## src/rtl/cob_pkg.sv

```systemverilog
package cob_pkg;

    localparam int NCH  = 4;
    localparam int NPLL = 3;
    localparam int NSRC = NPLL + 1;
    localparam int NALT = 2;
    localparam int NSET = NCH + NALT;
    localparam int SELW = $clog2(NSRC);
    localparam int MODW = 8;

    typedef struct packed {
        logic [SELW-1:0] sel;
        logic [MODW-1:0] mod;
    } chset_t;

    localparam int SET_W = $bits(chset_t);

    typedef struct packed {
        logic [NPLL-1:0]         pll_pd;
        logic [NCH-1:0]          div_pd;
        chset_t [NSET-1:0]       sets;
    } bank_t;

    localparam int BANK_W = $bits(bank_t);
    localparam int DIVLO  = NSET * SET_W;

    function automatic logic [MODW-1:0] eff_mod(input logic [MODW-1:0] m);
        return (m < MODW'(2)) ? MODW'(1) : m;
    endfunction

    function automatic logic [MODW:0] high_len(input logic [MODW-1:0] n);
        return ({1'b0, n} + (MODW+1)'(1)) >> 1;
    endfunction

endpackage

```

## src/rtl/cob_cfg_shift.sv

```systemverilog
module cob_cfg_shift #(
    parameter int W = 8
) (
    input  logic         clk,
    input  logic         rst,
    input  logic         en_i,
    input  logic         dat_i,
    output logic [W-1:0] q_o
);
    always_ff @(posedge clk) begin
        if (rst) begin
            q_o <= '0;
        end else if (en_i) begin
            q_o <= {q_o[W-2:0], dat_i};
        end
    end
endmodule

```

## src/rtl/cob_chan_div.sv

```systemverilog
module cob_chan_div
    import cob_pkg::*;
(
    input  logic            clk,
    input  logic            rst,
    input  logic [NSRC-1:0] src_i,
    input  chset_t          set_pri_i,
    input  chset_t          set_alt_i,
    input  logic            alt_sel_i,
    input  logic            off_i,
    output logic            clk_o
);
    chset_t          act_q;
    chset_t          want;
    logic [NSRC-1:0] prev_q;
    logic [MODW-1:0] cnt_q;
    logic [MODW-1:0] n_eff;
    logic [MODW:0]   hi;
    logic            rise;
    logic            term;

    always_comb begin
        want  = alt_sel_i ? set_alt_i : set_pri_i;
        n_eff = eff_mod(act_q.mod);
        hi    = high_len(n_eff);
        rise  = src_i[act_q.sel] & ~prev_q[act_q.sel];
        term  = rise && (cnt_q >= n_eff - MODW'(1));
    end

    always_ff @(posedge clk) begin
        if (rst) begin
            act_q  <= '0;
            cnt_q  <= '0;
            prev_q <= '0;
        end else begin
            prev_q <= src_i;
            if (off_i || term) begin
                cnt_q <= '0;
                act_q <= want;
            end else if (rise) begin
                cnt_q <= cnt_q + MODW'(1);
            end
        end
    end

    always_comb begin
        if (off_i) begin
            clk_o = 1'b0;
        end else if (n_eff == MODW'(1)) begin
            clk_o = src_i[act_q.sel];
        end else begin
            clk_o = ({1'b0, cnt_q} < hi);
        end
    end
endmodule

```

## src/rtl/clk_out_bank.sv

```systemverilog
module clk_out_bank
    import cob_pkg::*;
(
    input  logic            clk,
    input  logic            rst,
    input  logic [NSRC-1:0] src_i,
    input  logic            shift_en_i,
    input  logic            shift_dat_i,
    input  logic            alt_set_i,
    input  logic            pwr_dn_i,
    input  logic            out_en_i,
    output logic [NCH-1:0]  clk_o,
    output logic [NCH-1:0]  clk_oe_o,
    output logic [NPLL-1:0] pll_pd_o,
    output logic            osc_pd_o
);
    logic [BANK_W-1:0] bank_raw;
    bank_t             bank_q;
    logic [NCH-1:0]    ch_out;

    cob_cfg_shift #(.W(BANK_W)) u_cfg (
        .clk   (clk),
        .rst   (rst),
        .en_i  (shift_en_i),
        .dat_i (shift_dat_i),
        .q_o   (bank_raw)
    );

    assign bank_q = bank_t'(bank_raw);

    for (genvar k = 0; k < NCH; k++) begin : g_ch
        localparam bit ALT  = (k >= NCH - NALT);
        localparam int AIDX = ALT ? k + NALT : k;
        cob_chan_div u_div (
            .clk       (clk),
            .rst       (rst),
            .src_i     (src_i),
            .set_pri_i (bank_q.sets[k]),
            .set_alt_i (bank_q.sets[AIDX]),
            .alt_sel_i (ALT ? alt_set_i : 1'b0),
            .off_i     (pwr_dn_i & bank_q.div_pd[k]),
            .clk_o     (ch_out[k])
        );
    end

    assign clk_o    = out_en_i ? ch_out : '0;
    assign clk_oe_o = {NCH{out_en_i}};
    assign pll_pd_o = pwr_dn_i ? bank_q.pll_pd : '0;
    assign osc_pd_o = pwr_dn_i & (&bank_q.pll_pd) & (&bank_q.div_pd);
endmodule

```

## config.mk

```make
export PLATFORM = sky130hd
export DESIGN_NAME = clk_out_bank
export DESIGN_NICKNAME = d
export VERILOG_FILES = /design/src/rtl/cob_pkg.sv /design/src/rtl/cob_cfg_shift.sv /design/src/rtl/cob_chan_div.sv /design/src/rtl/clk_out_bank.sv
export SDC_FILE = /design/constraint.sdc
export NUM_CORES = 1
export LEC_CHECK = 0
export BUFFER_PORTS_ARGS = -buffer_cell sky130_fd_sc_hd__clkbuf_2
export CORE_MARGIN = 2
export CORE_UTILIZATION = 25
export DETAILED_ROUTE_END_ITERATION = 10
export GPL_ROUTABILITY_DRIVEN = 0
export SLEW_MARGIN = 20
export SYNTH_ARGS = -nofsm -noshare
export SYNTH_HDL_FRONTEND = slang
export SYNTH_SLANG_ARGS = --single-unit
```

## constraint.sdc

```tcl
create_clock -name clk -period 7.6 [get_ports clk]
set_input_delay 0 -clock clk [delete_from_list [all_inputs] [get_ports clk]]
set_output_delay 0 -clock clk [all_outputs]
set_load 0.05 [all_outputs]
```

==> flow_summary_export.csv, run 1 <==
group,metric,value,unit
clock_network,cts-root-buf,"clkbuf_16",
clock_network,insertion_delay,0.42,ns
placement,placed_area,9220,sq um
sta,drv_slew,0,
global_routing,antenna_found_initial,2,
floorplan,dieHeight,191,um
logic_synthesis,synth.top_cells.by_area,"dfxtp_1, mux2i_1, ha_1",
setup_path,critPathKind,"register to register",
routing,avgViaCountPerCell,4.57,
logic_synthesis,seq_area_frac_synth,32.6,%
routing,vias,6610,
floorplan,row_count,68,
sta,skew,0.0122,ns
flow_run,max_cap_viol_count,0,
logic_synthesis,syn-mean-instance-area,8.90,sq um
clock_network,cts_buffer_depth,2,
sta,finalSetupViolCount,0,
logic_synthesis,synth_ff_type,"dfxtp_1",
routing,drtIter0Drc,348,
logic_synthesis,synthesis.nets,1073,
placement,io_buffers,22,
placement,hpwl,12.8,mm
routing,ant_nets,0,
clock_network,tritoncts,"done",
logic_synthesis,ys_ff_latch,143,
setup_path,crit_chain,"nor4_1 > a31o_2 > inv_1 > ha_1 > nand2_1 > nor3_1 > xnor2_1 > ha_1 > o21a_1 > a21oi_1 > o21ai_1 > a21boi_1 > mux2_2",
pwr,totalPowerFinal,1.69,mW
sta,slew_headroom,33.3,%
pwr,p_leak,3.98,nW
floorplan,start_util,25.4,%
sta,tns,0,ns
cells_and_area,areaGrowthSynthToFinish,12.6,%
global_routing,grt_overflow,0,
logic_synthesis,synthArstFlopShare,0,%
setup_path,cp_max_fo,10,
global_routing,grt_max_degree,89,
cells_and_area,drive_gt1_share,9.62,%
logic_synthesis,ys_warn_count,0,
clock_network,cts_resized,0,
sta,period_share,51.6,%
cells_and_area,nets,1062,
pwr,power_density,171,nW/um^2
routing,drc,0,
run_status,status,"completed",
logic_synthesis,synth_top_cell_area_share,32.6,%
sta,layout_min_cycle_time,3.92,ns
setup_path,slowest_stage,"a21boi_1",
clock_network,cts_max_level,4,
routing,post_drt_wl_per_cell,12.3,um
logic_synthesis,synth-edff-count,0,
logic_synthesis,syn-cell-area,8780,sq um
setup_path,arrival,4.23,ns
clock_network,cts_buffers,17,
routing,drt-pass1-iter-count,5,
clock_network,clkTransAtPathRegs,0.06,ns
logic_synthesis,yosysUniqueCellTypes,58,
floorplan,die_area,36600,sq um
cells_and_area,final_cell_area,9880,sq um
sta,worst_pin_slew,0.998,ns
sta,hold_slack,0.0377,ns
floorplan,die_w,191,um
sta,fmax,0.255,GHz
floorplan,core_area,34500,sq um
setup_path,critPathMostFrequentCell,"ha_1",
logic_synthesis,netlist_instances,986,
setup_path,startpoint_type,"register",
setup_path,slowest_delay,0.82,ns
min_path,holdCritPathClass,"primary input to register",
setup_path,end_kind,"register",
logic_synthesis,synth_top_area_cell,"dfxtp_1",
global_routing,grt_pass1_wl,30.8,mm
floorplan,io_pins,23,
clock_network,cts_setup_buffers,0,
clock_network,hold_buffers,5,
global_routing,grt.total_usage,10.1,%
setup_path,crit_required,7.91,ns
clock_network,clkSinkCount,143,
sta,rsz0062_at_grt,"false",
global_routing,grt_pass1_vias,6353,
routing,routed_wl,17.8,mm
pwr,peakVddDrop,0.130,mV
sta,hold_violations,0,
## flip-flops by register name, indices dropped and copies added, names as in the netlist
register           cells
g_ch.u_div.act_q      40
g_ch.u_div.cnt_q      32
g_ch.u_div.prev_q      4
u_cfg.q_o             67
## power breakdown
group          switching, mW  internal (mW)
Clock                  0.347          0.490
Combinational         0.0618         0.0364
Sequential           0.00231          0.752
Total                  0.411           1.28
## per-layer routing
metal  wire (um)  track usage (%)
met5           0                0
met4         168             2.81
met3         397             2.09
met2        8380             16.9
met1        8880             13.2
## synthesized netlist by cell type (20+ instances only)
cell type  instances
ha_1              76
nand3_1           30
nand2b_1          52
clkbuf_1          40
nor2b_1           24
nor3_1            20
mux2i_1          107
inv_1             25
a21oi_1           22
xnor2_1           20
mux2_2            22
o21ai_0           33
nor2_1           123
dfxtp_1          143
nand2_1           54
## per-stage QoR
step | setup slack [ns] | cells | utilization, %
after floorplan | 4.18 | 986 | -
after global placement | 3.81 | 1405 | 26.7
after detailed placement | 3.67 | 1405 | 26.7
after CTS | 3.66 | 1442 | 28.5
after global routing | 3.30 | 1444 | 28.6
final | 3.68 | 1445 | 28.6
## cells by family (layout without fill, tap and decap cells)
group	Yosys count	in the layout	synth area share [%]
XOR/XNOR	38	38	3.79
AO/OA/AOI/OAI	132	132	10.1
adder cells (fa/ha/maj)	76	76	10.8
buffers and inverters	87	89	4.15
other	0	2	0
AND/OR/NAND/NOR	372	372	21.3
multiplexers	138	138	17.3
flip-flops	143	143	32.6
## final timing paths
path | start | to | slack (ns) | cells past startpoint
worst max-delay path | g_ch[3].u_div.act_q[4]$_SDFFE_PP0P_ | g_ch[3].u_div.act_q[4]$_SDFFE_PP0P_ | 3.68 | 13
worst min-delay path | rst | u_cfg.q_o[65]$_SDFFE_PP0P_ | 0.04 | 2
worst max register to register | g_ch[3].u_div.act_q[4]$_SDFFE_PP0P_ | g_ch[3].u_div.act_q[4]$_SDFFE_PP0P_ | 3.68 | 13
worst min register to register | u_cfg.q_o[12]$_SDFFE_PP0P_ | g_ch[1].u_div.act_q[2]$_SDFFE_PP0P_ | 0.48 | 2
## cell usage in the layout, fill, tap and decap left out, types with 8 or more instances in the layout
cell,netlist,final
clkbuf_16,0,17
nor3_1,20,20
xnor2_1,20,20
o21ai_0,33,33
dfxtp_1,143,143
nand2b_1,52,52
nor2_1,123,123
ha_1,76,76
nand4_1,13,13
and3_1,14,14
inv_1,25,25
nand3_1,30,30
mux2i_1,107,107
nor4_1,12,12
and4_1,9,9
a21oi_1,22,22
nand2_1,54,54
a31oi_1,8,8
xor2_1,18,18
nor2b_1,24,24
o21a_1,13,13
clkbuf_2,0,20
mux2_2,22,22
## critical path: cells and delay by family (launching register included)
kind / cells / cell delay [ns]
adders and majority gates: 2 / 0.50
muxes: 1 / 0.43
DFF: 1 / 0.41
buffers and inverters: 1 / 0.06
AOI/OAI and AO/OA: 5 / 1.65
and+or+nand+nor: 3 / 0.60
xor gates and xnor gates: 1 / 0.14
## final cells by class
class                   count  area, sq um
multi-input cells         756         5550
well taps                 455          569
diodes                      2         5.00
fillers                  3696        24700
flip-flops and latches    143         2860
clock buffers              18          429
inverters                  25         93.8
repair buffers             32          215
clock inverters            14          156
No activity file was read; power rests on OpenSTA's default activity.
==> inputs of run 2 (changes only) <==
==> constraint.sdc (replaced) <==
create_clock -name clk -period 3.97 [get_ports clk]
set_input_delay 0 -clock clk [delete_from_list [all_inputs] [get_ports clk]]
set_output_delay 0 -clock clk [all_outputs]
set_load 0.05 [all_outputs]
==> flow_summary_export.csv, run 2 (synthesized netlist as in run 1, its figures left out) <==
group,metric,value,unit
pwr,p_leak,3.99,nW
pwr,power_density,324,nW/um^2
routing,vias,6744,
clock_network,cts-root-buf,"clkbuf_16",
cells_and_area,largest_reg_flops,67,
cells_and_area,fin_cells,1450,
placement,place_inst,1411,
min_path,holdCritPathClass,"primary input to register",
global_routing,grt.total_usage,10.4,%
global_routing,grt_pass1_wl,31.3,mm
sta,fmax,0.266,GHz
floorplan,core_area,34500,sq um
setup_path,critical_path_buf_inv_count,1,
sta,skew,0.00819,ns
cells_and_area,layout_common_cells,"dfxtp_1, nor2_1, mux2i_1",
clock_network,cts_setup_buffers,0,
routing,avgViaCountPerCell,4.65,
sta,period_share,94.9,%
setup_path,slowest_stage,"nor4_1",
clock_network,clkTransAtPathRegs,0.06,ns
clock_network,cts_max_level,4,
global_routing,antenna_found_initial,2,
routing,routed_wl,18.5,mm
setup_path,critPathMostFrequentCell,"ha_1",
clock_network,cts_buffers,17,
routing,post_drt_wl_per_cell,12.8,um
sta,rsz0062_at_grt,"false",
setup_path,crit_chain,"nor4_1 > a31o_2 > ha_1 > nand3_1 > nor2_1 > xnor2_1 > ha_1 > and4_1 > o21ai_0 > a21oi_1 > o41ai_1 > and3_1 > clkbuf_2",
global_routing,grt_max_degree,85,
sta,layout_min_cycle_time,3.77,ns
setup_path,cp_max_fo,10,
global_routing,grt_overflow,0,
sta,finalSetupViolCount,0,
cells_and_area,drive_gt1_share,9.97,%
setup_path,crit_required,3.97,ns
global_routing,grt_pass1_vias,6421,
sta,worst_pin_slew,1.12,ns
floorplan,row_count,68,
setup_path,startpoint_type,"register",
sta,tns,0,ns
pwr,peakVddDrop,0.338,mV
floorplan,dieHeight,191,um
setup_path,arrival,3.77,ns
floorplan,io_pins,23,
placement,io_buffers,22,
routing,drt-pass1-iter-count,4,
cells_and_area,reg_top3,"u_cfg.q_o: 67 flops, g_ch.u_div.act_q: 40 flops, g_ch.u_div.cnt_q: 32 flops",
flow_run,max_cap_viol_count,0,
floorplan,die_w,191,um
sta,drv_slew,0,
sta,slew_headroom,25.4,%
setup_path,slowest_delay,0.47,ns
run_status,status,"completed",
clock_network,tritoncts,"done",
floorplan,start_util,25.4,%
cells_and_area,fill_cells,3691,
placement,hpwl,13.3,mm
routing,drtIter0Drc,307,
cells_and_area,areaGrowthSynthToFinish,13.0,%
pwr,totalPowerFinal,3.22,mW
routing,ant_nets,0,
clock_network,clkSinkCount,143,
routing,drc,0,
cells_and_area,nets,1067,
cells_and_area,final_common_cell,"dfxtp_1",
floorplan,die_area,36600,sq um
clock_network,cts_buffer_depth,2,
setup_path,critPathKind,"register to output port",
clock_network,insertion_delay,0.42,ns
setup_path,end_kind,"output port",
setup_path,crit_family,"simple AND/OR/NAND/NOR gates",
sta,hold_violations,0,
cells_and_area,top_register,"u_cfg.q_o",
==> run 2: path summary, 6_finish.rpt <==
kind / startpoint / endpoint / slack [ns] / cells after the start
setup / recovery: g_ch[3].u_div.act_q[4]$_SDFFE_PP0P_ / clk_o[3] / 0.20 / 13
hold reg to reg: u_cfg.q_o[12]$_SDFFE_PP0P_ / g_ch[1].u_div.act_q[2]$_SDFFE_PP0P_ / 0.48 / 2
setup reg to reg: g_ch[2].u_div.act_q[2]$_SDFFE_PP0P_ / g_ch[2].u_div.act_q[9]$_SDFFE_PP0P_ / 0.55 / 12
hold / removal: rst / u_cfg.q_o[0]$_SDFFE_PP0P_ / 0.09 / 2
==> run 2: cell type report <==
| cell class | instances | area (sq um) | share of cell area (%) |
|---|---|---|---|
| antenna | 2 | 5.00 | 0.0505 |
| clock buffer | 23 | 468 | 4.72 |
| clock inverter | 9 | 110 | 1.11 |
| inverter | 25 | 93.8 | 0.946 |
| multi-input combinational | 756 | 5570 | 56.2 |
| sequential | 143 | 2860 | 28.9 |
| tap | 455 | 569 | 5.74 |
| timing repair buffer | 37 | 240 | 2.42 |
==> run 2: metrics by stage <==
step	instance area (sq um)	setup slack, ns	util [%]	hold slack (ns)
floorplan	8780	0.555	-	0.128
global placement	9270	0.571	26.8	0.259
detailed placement	9270	0.476	26.8	0.268
CTS	9890	0.0565	28.6	0.104
global route	9920	0.000746	28.7	0.141
finish	9920	0.204	28.7	0.0934
==> run 2: power by group <==
part,internal [mW],total [mW],switching [mW],leakage (nW)
combinational,0.0732,0.194,0.120,2.56
clock,0.958,1.58,0.620,0.273
sequential,1.44,1.44,0.00480,1.15
total,2.47,3.22,0.745,3.99
==> run 2: what timing repair did <==
item                       in CTS  in global routing
setup endpoints to repair       0                  2
hold buffers                    5                  0
hold endpoints to repair        5                  0
resized for setup               0                  3
==> run 2: per-layer routing <==
layer | track usage [%] | vias to the layer above | part of all wire [%]
met5 | 0 | - | 0
met4 | 3.40 | 0 | 1.1
met3 | 1.96 | 17 | 2.5
met2 | 17.1 | 64 | 47
met1 | 13.8 | 3175 | 50
li1 | - | 3488 | -
==> inputs of run 3 (changes only) <==
--- a/config.mk
+++ b/config.mk
@@ -10,6 +10,7 @@
 export CORE_UTILIZATION = 25
 export DETAILED_ROUTE_END_ITERATION = 10
 export GPL_ROUTABILITY_DRIVEN = 0
+export PLACE_DENSITY = 0.37
 export SLEW_MARGIN = 20
 export SYNTH_ARGS = -nofsm -noshare
 export SYNTH_HDL_FRONTEND = slang
==> flow_summary_export.csv, run 3 (synthesized netlist as in run 1, its figures left out) <==
group,metric,value,unit
floorplan,io_pins,23,
floorplan,row_count,68,
routing,post_drt_wl_per_cell,14.1,um
sta,slew_headroom,46.6,%
setup_path,critPathKind,"register to output port",
sta,fmax,0.270,GHz
sta,hold_slack,0.000490,ns
global_routing,grt_overflow,0,
routing,vias,6622,
global_routing,grt_max_degree,51,
floorplan,core_area,34500,sq um
clock_network,cts_setup_buffers,0,
pwr,peakVddDrop,0.255,mV
clock_network,cts_buffer_depth,2,
floorplan,die_area,36600,sq um
setup_path,crit_required,3.97,ns
global_routing,grt.total_usage,11.9,%
placement,io_buffers,22,
setup_path,endpoint,"clk_o[0]",
global_routing,grt_pass1_wl,34.8,mm
clock_network,tritoncts,"done",
cells_and_area,reg_top3,"u_cfg.q_o: 67 flops, g_ch.u_div.act_q: 40 flops, g_ch.u_div.cnt_q: 32 flops",
pwr,totalPowerFinal,3.31,mW
flow_run,max_cap_viol_count,0,
setup_path,arrival,3.70,ns
setup_path,critical_path_buf_inv_count,1,
floorplan,dieHeight,191,um
setup_path,crit_chain,"nor4_4 > a21o_1 > ha_1 > nand3_1 > nor2_1 > xnor2_1 > ha_1 > a21o_1 > a21oi_1 > nor2b_1 > or4_1 > a21oi_1 > buf_2",
clock_network,cts_buffers,17,
sta,skew,0.00792,ns
setup_path,startpoint_type,"register",
cells_and_area,final_cell_area,9970,sq um
setup_path,r2r_end,"g_ch[1].u_div.act_q[5]$_SDFFE_PP0P_",
cells_and_area,nets,1069,
placement,hpwl,14.7,mm
setup_path,crit_family,"simple AND/OR/NAND/NOR gates",
sta,tns,0,ns
pwr,power_density,332,nW/um^2
sta,period_share,93.2,%
setup_path,slowest_stage,"or4_1",
setup_path,cp_max_fo,11,
setup_path,cp_num_cells,13,
sta,finalSetupViolCount,0,
sta,worst_pin_slew,0.802,ns
cells_and_area,final_util,28.9,%
routing,avgViaCountPerCell,4.57,
cells_and_area,fill_cells,3747,
clock_network,cts-root-buf,"clkbuf_16",
run_status,status,"completed",
routing,ant_nets,0,
routing,routed_wl,20.4,mm
cells_and_area,areaGrowthSynthToFinish,13.6,%
clock_network,insertion_delay,0.42,ns
floorplan,start_util,25.4,%
pwr,p_leak,4.03,nW
cells_and_area,layout_common_cells,"dfxtp_1, nor2_1, mux2i_1",
cells_and_area,drive_gt1_share,10.6,%
clock_network,clkTransAtPathRegs,0.06,ns
global_routing,grt_pass1_vias,6600,
setup_path,r2r_cells,14,
sta,drv_slew,0,
floorplan,die_w,191,um
cells_and_area,largest_reg_flops,67,
setup_path,r2r_slack,0.63,ns
routing,drt-pass1-iter-count,5,
sta,layout_min_cycle_time,3.70,ns
setup_path,end_kind,"output port",
cells_and_area,top_register,"u_cfg.q_o",
global_routing,antenna_found_initial,1,
setup_path,r2r_start,"g_ch[1].u_div.act_q[4]$_SDFFE_PP0P_",
placement,placed_area,9280,sq um
clock_network,clkSinkCount,143,
setup_path,cp-startpoint,"g_ch[0].u_div.act_q[4]$_SDFFE_PP0P_",
cells_and_area,final_common_cell,"dfxtp_1",
routing,drc,0,
min_path,holdCritPathClass,"primary input to register",
routing,drtIter0Drc,278,
sta,hold_violations,0,
clock_network,cts_max_level,4,
setup_path,slowest_delay,0.49,ns
## run 3: how the worst min path moves through the flow
stage / cells after the start / end / startpoint
after floorplan: 1 / g_ch[2].u_div.prev_q[0]$_SDFF_PP0_ / src_i[0]
after global placement: 3 / u_cfg.q_o[0]$_SDFFE_PP0P_ / shift_dat_i
after detailed placement: 3 / u_cfg.q_o[0]$_SDFFE_PP0P_ / shift_dat_i
after CTS: 2 / u_cfg.q_o[65]$_SDFFE_PP0P_ / rst
after global routing: 2 / u_cfg.q_o[66]$_SDFFE_PP0P_ / rst
final: 2 / u_cfg.q_o[66]$_SDFFE_PP0P_ / rst
## run 3: power breakdown
group / switching, mW / internal, mW / total, mW
sequential: 0.00494 / 1.44 / 1.44
combinational: 0.124 / 0.0718 / 0.196
clock: 0.663 / 1.01 / 1.67
## run 3: metrics by stage
stage | std cells | setup WS, ns
5_1_grt | 1449 | -0.0146
2_1_floorplan | 986 | 0.555
6_report | 1450 | 0.271
3_5_place_dp | 1413 | 0.473
3_3_place_gp | 1413 | 0.535
4_1_cts | 1449 | 0.0404
## run 3: layer usage
layer  part of all wire, %  wire, um  vias to the layer above  global-route usage (%)
li1                      -         -                     3481                       -
met1                    51     10400                     3072                    16.1
met2                    46      9410                       54                    19.2
met3                   2.1       427                       15                    2.17
met4                   1.1       225                        0                    3.28
met5                     0         0                        -                       0
## run 3: cell type report
class | count | area, sq um | area share, %
clock inverter | 13 | 164 | 1.64
multi-input combinational | 756 | 5590 | 56.0
tap | 455 | 569 | 5.71
timing repair buffer | 39 | 255 | 2.56
clock buffer | 18 | 439 | 4.40
sequential | 143 | 2860 | 28.7
antenna | 1 | 2.50 | 0.0251
inverter | 25 | 93.8 | 0.941
## run 3: repair_timing
action / CTS / global route
hold buffers: 5 / 0
resized for setup: 0 / 6
setup endpoints to repair: 0 / 3
endpoints found under the hold margin: 5 / 0
